## config.mk

```make
export PLATFORM = sky130hd
export DESIGN_NAME = pstate_arbiter
export DESIGN_NICKNAME = d
export VERILOG_FILES = /design/src/rtl/pstate_pkg.sv /design/src/rtl/pst_req_filter.sv /design/src/rtl/pst_quiet_timer.sv /design/src/rtl/pst_countdown.sv /design/src/rtl/pstate_arbiter.sv
export SDC_FILE = /design/constraint.sdc
export NUM_CORES = 1
export LEC_CHECK = 0
export BUFFER_PORTS_ARGS = -buffer_cell sky130_fd_sc_hd__buf_2
export CAP_MARGIN = 10
export CORE_MARGIN = 2
export CORE_UTILIZATION = 30
export CTS_BUF_LIST = sky130_fd_sc_hd__clkbuf_16
export DETAILED_ROUTE_END_ITERATION = 12
export GPL_TIMING_DRIVEN = 1
export PLACE_DENSITY_LB_ADDON = 0.12
export SLEW_MARGIN = 20
export SYNTH_ARGS = -nofsm -noshare
export SYNTH_HDL_FRONTEND = slang
export SYNTH_SLANG_ARGS = --single-unit
```

## constraint.sdc

```tcl
create_clock -name clk_i -period 3.65 [get_ports clk_i]
set_input_delay 0.5475 -clock clk_i [delete_from_list [all_inputs] [get_ports clk_i]]
set_output_delay 0.5475 -clock clk_i [all_outputs]
set_load 0.02 [all_outputs]
```

## src/rtl/pstate_pkg.sv

```systemverilog
package pstate_pkg;
  typedef enum logic [1:0] {
    VERD_NONE   = 2'd0,
    VERD_ACCEPT = 2'd1,
    VERD_THERM  = 2'd2,
    VERD_POWER  = 2'd3
  } verdict_e;
endpackage

```

## src/rtl/pst_req_filter.sv

```systemverilog
module pst_req_filter
  import pstate_pkg::*;
#(
  parameter int NUM_STATES = 8,
  localparam int SW = $clog2(NUM_STATES)
) (
  input  logic          req_valid_i,
  input  logic [SW-1:0] req_state_i,
  input  logic          over_temp_i,
  input  logic          over_power_i,
  input  logic [SW-1:0] granted_i,
  output verdict_e      verdict_o,
  output logic [SW-1:0] target_o
);
  localparam logic [SW-1:0] LOWEST = SW'(NUM_STATES - 1);

  always_comb begin
    target_o = (req_state_i > LOWEST) ? LOWEST : req_state_i;
    if (!req_valid_i)                               verdict_o = VERD_NONE;
    else if (over_temp_i)                           verdict_o = VERD_THERM;
    else if (over_power_i && target_o < granted_i)  verdict_o = VERD_POWER;
    else                                            verdict_o = VERD_ACCEPT;
  end
endmodule

```

## src/rtl/pst_quiet_timer.sv

```systemverilog
module pst_quiet_timer #(
  parameter int WIN_W = 16
) (
  input  logic             clk_i,
  input  logic             rst_ni,
  input  logic             tick_i,
  input  logic             clear_i,
  input  logic [WIN_W-1:0] win_i,
  output logic             quiet_o
);
  localparam logic [WIN_W-1:0] SAT = '1;
  logic [WIN_W-1:0] since_q;

  always_ff @(posedge clk_i or negedge rst_ni) begin
    if (!rst_ni)                     since_q <= SAT;
    else if (clear_i)                since_q <= '0;
    else if (tick_i && since_q != SAT) since_q <= since_q + 1'b1;
  end

  assign quiet_o = (since_q >= win_i);

  a_r5_since_saturates: assert property (@(posedge clk_i) disable iff (!rst_ni)
    (since_q == SAT && !clear_i) |=> since_q == SAT);
  a_r5_clear_restarts: assert property (@(posedge clk_i) disable iff (!rst_ni)
    clear_i |=> since_q == '0);
endmodule

```

## src/rtl/pst_countdown.sv

```systemverilog
module pst_countdown #(
  parameter int LONG_LAT  = 500,
  parameter int SHORT_LAT = 10,
  localparam int LW = $clog2(LONG_LAT + 1)
) (
  input  logic clk_i,
  input  logic rst_ni,
  input  logic load_i,
  input  logic quiet_i,
  input  logic tick_i,
  input  logic abort_i,
  output logic busy_o,
  output logic last_o
);
  logic [LW-1:0] cnt_q;
  logic          busy_q;

  assign last_o = busy_q && tick_i && (cnt_q == LW'(1));
  assign busy_o = busy_q;

  always_ff @(posedge clk_i or negedge rst_ni) begin
    if (!rst_ni) begin
      busy_q <= 1'b0;
      cnt_q  <= '0;
    end else if (abort_i || last_o) begin
      busy_q <= 1'b0;
      cnt_q  <= '0;
    end else if (load_i) begin
      busy_q <= 1'b1;
      cnt_q  <= quiet_i ? LW'(SHORT_LAT) : LW'(LONG_LAT);
    end else if (busy_q && tick_i) begin
      cnt_q  <= cnt_q - 1'b1;
    end
  end

  a_r6_count_never_rises: assert property (@(posedge clk_i) disable iff (!rst_ni)
    (busy_q && !abort_i && !last_o) |=> (busy_q && cnt_q <= $past(cnt_q)));
  a_r5_busy_has_count: assert property (@(posedge clk_i) disable iff (!rst_ni)
    busy_q |-> cnt_q != '0);
endmodule

```

## src/rtl/pstate_arbiter.sv

```systemverilog
module pstate_arbiter
  import pstate_pkg::*;
#(
  parameter int NUM_STATES = 8,
  parameter int WIN_W      = 16,
  parameter int LONG_LAT   = 500,
  parameter int SHORT_LAT  = 10,
  localparam int SW = $clog2(NUM_STATES)
) (
  input  logic             clk_i,
  input  logic             rst_ni,
  input  logic             req_valid_i,
  input  logic [SW-1:0]    req_state_i,
  input  logic             over_temp_i,
  input  logic             over_power_i,
  input  logic             tick_i,
  input  logic [WIN_W-1:0] recent_win_i,
  output logic [SW-1:0]    granted_o,
  output logic             busy_o,
  output logic [SW-1:0]    stat_req_o,
  output logic             stat_honoured_o,
  output logic             stat_therm_ref_o,
  output logic             stat_pwr_ref_o
);
  localparam logic [SW-1:0] LOWEST = SW'(NUM_STATES - 1);

  logic [SW-1:0] granted_q, target_q, stat_req_q, req_tgt, next_tgt;
  logic          hon_q, therm_q, pwr_q;
  logic          busy, last, quiet, accept, refused, drop_pwr, abort, done;
  verdict_e      verdict;

  pst_req_filter #(.NUM_STATES(NUM_STATES)) u_filter (
    .req_valid_i (req_valid_i),
    .req_state_i (req_state_i),
    .over_temp_i (over_temp_i),
    .over_power_i(over_power_i),
    .granted_i   (granted_q),
    .verdict_o   (verdict),
    .target_o    (req_tgt)
  );

  pst_quiet_timer #(.WIN_W(WIN_W)) u_quiet (
    .clk_i  (clk_i),
    .rst_ni (rst_ni),
    .tick_i (tick_i),
    .clear_i(done),
    .win_i  (recent_win_i),
    .quiet_o(quiet)
  );

  assign accept   = (verdict == VERD_ACCEPT);
  assign refused  = (verdict == VERD_THERM) || (verdict == VERD_POWER);
  assign next_tgt = accept ? req_tgt : target_q;
  assign drop_pwr = over_power_i && !over_temp_i && busy && (next_tgt < granted_q);
  assign abort    = over_temp_i || drop_pwr;
  assign done     = last && !abort;

  pst_countdown #(.LONG_LAT(LONG_LAT), .SHORT_LAT(SHORT_LAT)) u_count (
    .clk_i  (clk_i),
    .rst_ni (rst_ni),
    .load_i (accept && !busy),
    .quiet_i(quiet),
    .tick_i (tick_i),
    .abort_i(abort),
    .busy_o (busy),
    .last_o (last)
  );

  always_ff @(posedge clk_i or negedge rst_ni) begin
    if (!rst_ni) begin
      granted_q  <= LOWEST;
      target_q   <= LOWEST;
      stat_req_q <= LOWEST;
      hon_q      <= 1'b0;
      therm_q    <= 1'b0;
      pwr_q      <= 1'b0;
    end else begin
      if (over_temp_i)      granted_q <= (granted_q == LOWEST) ? LOWEST : granted_q + 1'b1;
      else if (done)        granted_q <= next_tgt;
      if (accept)           target_q  <= req_tgt;
      if (req_valid_i)      stat_req_q <= req_state_i;
      if (refused || abort) hon_q <= 1'b0;
      else if (done)        hon_q <= 1'b1;
      else if (accept)      hon_q <= 1'b0;
      if (verdict == VERD_THERM)             therm_q <= 1'b1;
      if (verdict == VERD_POWER || drop_pwr) pwr_q   <= 1'b1;
    end
  end

  assign granted_o        = granted_q;
  assign busy_o           = busy;
  assign stat_req_o       = stat_req_q;
  assign stat_honoured_o  = hon_q;
  assign stat_therm_ref_o = therm_q;
  assign stat_pwr_ref_o   = pwr_q;

  a_r3_thermal_step: assert property (@(posedge clk_i) disable iff (!rst_ni)
    (over_temp_i && granted_q != LOWEST) |=> granted_q == $past(granted_q) + 1'b1);
  a_r3_thermal_idle: assert property (@(posedge clk_i) disable iff (!rst_ni)
    over_temp_i |=> !busy_o);
  a_r8_power_no_raise: assert property (@(posedge clk_i) disable iff (!rst_ni)
    over_power_i |=> granted_q >= $past(granted_q));
  a_r2_grant_cause: assert property (@(posedge clk_i) disable iff (!rst_ni)
    !$stable(granted_q) |-> ($past(over_temp_i) || $past(busy)));
  a_r10_therm_sticky: assert property (@(posedge clk_i) disable iff (!rst_ni)
    therm_q |=> therm_q);
  a_r10_pwr_sticky: assert property (@(posedge clk_i) disable iff (!rst_ni)
    pwr_q |=> pwr_q);
endmodule

```

* After elaboration in Yosys (flattened, before gate mapping) *
Cells that the tools add are included.
W data, S select, Z words.

word-level totals
  flip-flop bits (word level) = 38
  input port bits = 25

operators by class
  reductions and logical operators = 22
  magnitude comparators = 4
  multiplexer cells = 19
  $add $sub $neg = 3
  equal/unequal tests = 6

operator list
  operator                 number
  $mux W9                  4
  $mux W16                 2
  $add A16 B1 Y16 const B  1
  $ge A16 B16 Y1           1
  $ne A16 B16 Y1 const B   1
  $mux W3                  5
  $eq A9 B1 Y1 const B     1
  $logic_and A1 B1 Y1      9
  $sub A9 B1 Y9 const B    1
  $lt A3 B3 Y1             2
  $mux W2                  3
  $reduce_bool A2 Y1       3
  $reduce_bool A3 Y1       2
  $logic_or A1 B1 Y1       5
  $mux W1                  5
  $eq A2 B2 Y1 const B     2
  $add A3 B1 Y3 const B    1
  $eq A3 B3 Y1 const B     1
  $gt A3 B3 Y1 const B     1
  $logic_not A1 Y1         3
  $eq A2 B1 Y1 const B     1

* Logic depth before layout (Yosys ltp) *
  word-level depth = 16
  mapped depth = 14
  gate-level depth less buffers = 13

* Modules after synthesis *
Synthesis repeated with hierarchy kept, for this count alone.

second synthesis, totals
  cells, all modules = 287
  area, all modules = 2693.8 sq um

by module, submodules not included
  module           sequential area each (sq um)  area each (sq um)  cells each  times used
  pst_quiet_timer  420.4                         1338.8             152         1
  pstate_arbiter   311.5                         634.4              53          1
  pst_countdown    250.2                         629.4              69          1
  pst_req_filter   0.0                           91.3               13          1

* Worst setup path after synthesis *
Ideal clock, no wire load.

  path type = register to register
  start = reg granted_q[2], in the netlist granted_o[2]
  end = reg granted_q[1], in the netlist granted_o[1]
  slack = 496 ps
  setup time = 89 ps
  data arrival time = 3065 ps
  stages on the path, launching flop included = 12
  path through = dfstp_2 inv_1 ha_1 nand2_1 o211a_1 o21a_1 or2_2 ha_1 a2111oi_4 or2_2 a21oi_4 a211oi_1

on the way
  cells in the longest elaborated chain, start to end = 13
  elaborated cells between the ends (all ways) = 17

ends and longest elaborated chain
  what                                 line                  RTL
  from (decl)                          pstate_arbiter.sv:27  logic [SW-1:0] granted_q, target_q, stat_req_q, req_tgt, next_tgt;
  from (signal assigned)               pstate_arbiter.sv:78  if (over_temp_i) granted_q <= (granted_q == LOWEST) ? LOWEST : granted_q + 1'b1;
  from (signal assigned)               pstate_arbiter.sv:79  else if (done) granted_q <= next_tgt;
  $lt A3 B3 Y1                         pst_req_filter.sv:21  else if (over_power_i && target_o < granted_i) verdict_o = VERD_POWER;
  $logic_and A1 B1 Y1                  pst_req_filter.sv:21
  $mux W2                              pst_req_filter.sv:21
  $mux W2                              pst_req_filter.sv:20  else if (over_temp_i) verdict_o = VERD_THERM;
  $mux W2                              pst_req_filter.sv:19  if (!req_valid_i) verdict_o = VERD_NONE;
  $eq A2 B1 Y1                         pstate_arbiter.sv:51  assign accept = (verdict == VERD_ACCEPT);
  $mux W3                              --
  named net next_tgt[2]                pstate_arbiter.sv:27
  $lt A3 B3 Y1                         pstate_arbiter.sv:54  assign drop_pwr = over_power_i && !over_temp_i && busy && (next_tgt < granted_q);
  $logic_and A1 B1 Y1                  pstate_arbiter.sv:54
  $logic_or A1 B1 Y1                   pstate_arbiter.sv:55  assign abort = over_temp_i || drop_pwr;
  $logic_not A1 Y1                     pstate_arbiter.sv:56  assign done = last && !abort;
  $logic_and A1 B1 Y1                  pstate_arbiter.sv:56
  $reduce_bool A2 Y1 (no source line)  --

The timed path passes the listed nets, and every way through them passes these cells. The select of a mux whose other input is x is not followed.
A chain may end at the register's enable or synchronous reset.

* Worst setup path in the final report *
Ends and elaborated chain as after synthesis.

==> flow_metrics.py <==
metrics = {
    "status": {
        "outcome": "finished clean",
    },
    "worst_setup_path": {
        "crit_path_max_fanout": 18,
        "cp_slowest_stage_delay_ps": 560,
        "required_ps": 3830,
        "crit_slowest_cell": "dfstp_2",
        "crit_path_start_kind": "flip-flop",
        "crit_family": "compound AO/OA/AOI/OAI gates",
        "critPathArrivalTime_ps": 3630,
        "path_buf_inv": 2,
        "path_cells": "inv_1, ha_1, nand2_1, o211a_1, o21a_1, or2_2, ha_1, a2111oi_4, or2_2, a21oi_4, buf_4, a211oi_1",
        "crit_path_end_kind": "flip-flop",
        "path_class": "reg2reg",
    },
    "cts": {
        "postCtsHoldBufs": 0,
        "cts_root_buf": "clkbuf_16",
        "tritoncts": "yes",
        "clk_pin_slew_ps": 60,
        "ctsResizeCount": 0,
        "htree_levels": 2,
        "postCtsSetupRepairBufs": 0,
        "cts_sinks": 38,
        "numCtsBuffers": 5,
        "clkLatencyLatePin_ps": 280,
        "clock_path_buffers": 2,
    },
    "sta": {
        "worst_pin_slew_ps": 883.5,
        "rsz0062_at_grt": "false",
        "slew_viol_final": 0,
        "setup_viol": 0,
        "max_slew_margin_pct": 41.10,
        "skew_ps": 4.989,
        "setup_ws_ps": 206.9,
        "clock.fmax_mhz": 290.4,
        "finalHoldViolCount": 0,
        "fin_crit_sh_pct": 94.33,
        "setup_tns_ps": 0,
        "min_period_ps": 3443,
    },
    "routing": {
        "route.detailed.drc": 0,
        "vias": 2100,
        "antenna_left": 0,
        "routed_wl_um": 6230,
        "wl_per_cell_um": 14.76,
        "drtIter0Drc": 58,
        "first_pass_iters": 4,
        "vias_per_cell": 4.976,
    },
    "die": {
        "core_area_um2": 8721,
        "fp.dieW_um": 98.81,
        "die_area_um2": 9762,
        "fp.dieH_um": 98.81,
        "initial_core_util_pct": 30.92,
        "rows": 34,
        "pin_count": 35,
    },
    "job": {
        "max_cap_viol_count": 0,
    },
    "final_layout": {
        "antennaDiodeCount": 0,
        "fin_util_pct": 35.87,
        "nFillCells": 891,
        "syn_to_final_growth_pct": 16.01,
        "drive_above_1_share_pct": 28.66,
        "nNetsFinal": 362,
    },
    "yosys": {
        "synth.area.top_cells": "dfstp_2 24%, dfrtp_1 12%, ha_1 11%, inv_1 3.9%, xnor2_1 3.9%",
        "synth_nets": 326,
        "syn_inst": 277,
        "ys_types": 63,
        "yosysWarnings": 0,
        "synth_ff_type": "dfstp_2",
        "synth_edf_count": 0,
        "synth_most_common_cell": "inv_1",
        "synthesis.area_um2": 2696,
        "syn_area_per_cell_um2": 9.734,
        "yosys.area.top_type": "dfstp_2",
        "synth_common_cells": "28 x inv_1, 25 x dfstp_2, 24 x ha_1, 24 x nand2_1, 19 x nor2_1",
        "ys_ff_latch": 38,
        "ys_seq_area_share_pct": 36.43,
        "async_flop_share_pct": 100.0,
        "yosysTopAreaCellShare_pct": 24.36,
    },
    "global_routing": {
        "grt_overflow": 0,
        "grt_max_degree": 39,
        "antenna_found_initial": 0,
        "globalRouteTotalUtil_pct": 13.28,
        "grt_pass1_vias": 2167,
        "grt_pass1_wl_um": 10540,
    },
    "pwr": {
        "p_per_area_nw_per_um2": 508.1,
        "leakage_nw": 1.409,
        "vdd.ir_drop.worst_uv": 194.7,
    },
    "placement": {
        "dp_slack_ps": 187.7,
        "portBuffers": 34,
        "dp_hpwl_um": 4676,
        "place_congestion": 0.7677,
    },
    "worst_hold_path": {
        "hold_path.class": "in2async",
    },
}
==> where the power goes <==
part	switching (W)	internal (W)
Sequential	0.000120	0.000551
Combinational	0.000255	0.000199
Clock	0.000175	0.000290
==> placed cells by master, fill, tap and decap left out, types with 12 or more instances in the layout <==
cell type,n
a211oi_1,13
inv_1,29
dfrtp_1,13
ha_1,24
buf_2,34
xnor2_1,12
nand2_1,24
a21oi_1,12
dfstp_2,25
nor2_1,19
==> kinds of logic (layout without fill, tap and decap cells) <==
| family | count (synthesis) | after routing | share of synthesized area, % |
|---|---|---|---|
| mux | 5 | 5 | 1.995 |
| simple gates | 99 | 99 | 21.72 |
| fa+ha+maj | 24 | 24 | 11.14 |
| compound gates | 57 | 57 | 16.94 |
| buf+inv | 35 | 72 | 5.615 |
| xor+xnor | 19 | 19 | 6.172 |
| flops | 38 | 38 | 36.43 |
==> per-layer routing <==
metal | GRT usage [%] | routed length, um | vias to the layer above
met4 | 3.161 | 48 | 0
met2 | 21.26 | 2888 | 25
met5 | 0 | 0 | -
met3 | 2.624 | 141 | 2
li1 | - | - | 1072
met1 | 18.54 | 3152 | 1001
==> state kept, by name, summed over array words and instances (netlist names) <==
signal,cells
stat_therm_ref_o,1
target_q,3
u_count.busy_o,1
granted_o,3
stat_pwr_ref_o,1
u_count.cnt_q,9
stat_honoured_o,1
u_quiet.since_q,16
stat_req_o,3
==> per-stage QoR <==
stage	std cells	instance area [um^2]	hold WS, ps	total power (W)
after CTS	422	3128	433.3	0.001608
after floorplan	277	2696	251.9	0.0009882
after global routing	422	3128	475.0	0.001701
after global placement	414	2970	435.6	0.001139
final	422	3128	393.0	0.001589
after detailed placement	414	2970	439.7	0.001136
==> worst paths after layout <==
| kind | from | end | slack, ps | cells after the start |
|---|---|---|---|---|
| min in group clk_i | stat_therm_ref_o$_DFFE_PN0P_ | stat_therm_ref_o$_DFFE_PN0P_ | 450 | 1 |
| hold / removal | rst_ni | u_count.cnt_q[5]$_DFFE_PN0P_ | 390 | 1 |
| max in group asynchronous | rst_ni | stat_therm_ref_o$_DFFE_PN0P_ | 2700 | 1 |
| hold reg to reg | stat_therm_ref_o$_DFFE_PN0P_ | stat_therm_ref_o$_DFFE_PN0P_ | 450 | 1 |
| setup / recovery | granted_o[2]$_DFFE_PN1P_ | granted_o[1]$_DFFE_PN1P_ | 210 | 12 |
| setup reg to reg | granted_o[2]$_DFFE_PN1P_ | granted_o[1]$_DFFE_PN1P_ | 210 | 12 |
==> cell type report <==
type	instances	area [um^2]	area share, %
inverter	28	105.1	3.360
clock inverter	2	7.507	0.2400
multi-input combinational	204	1563	49.96
timing repair buffer	36	185.2	5.920
clock buffer	6	150.1	4.800
sequential	38	982.2	31.40
tap	108	135.1	4.320
(Power assumes the default switching activity.)
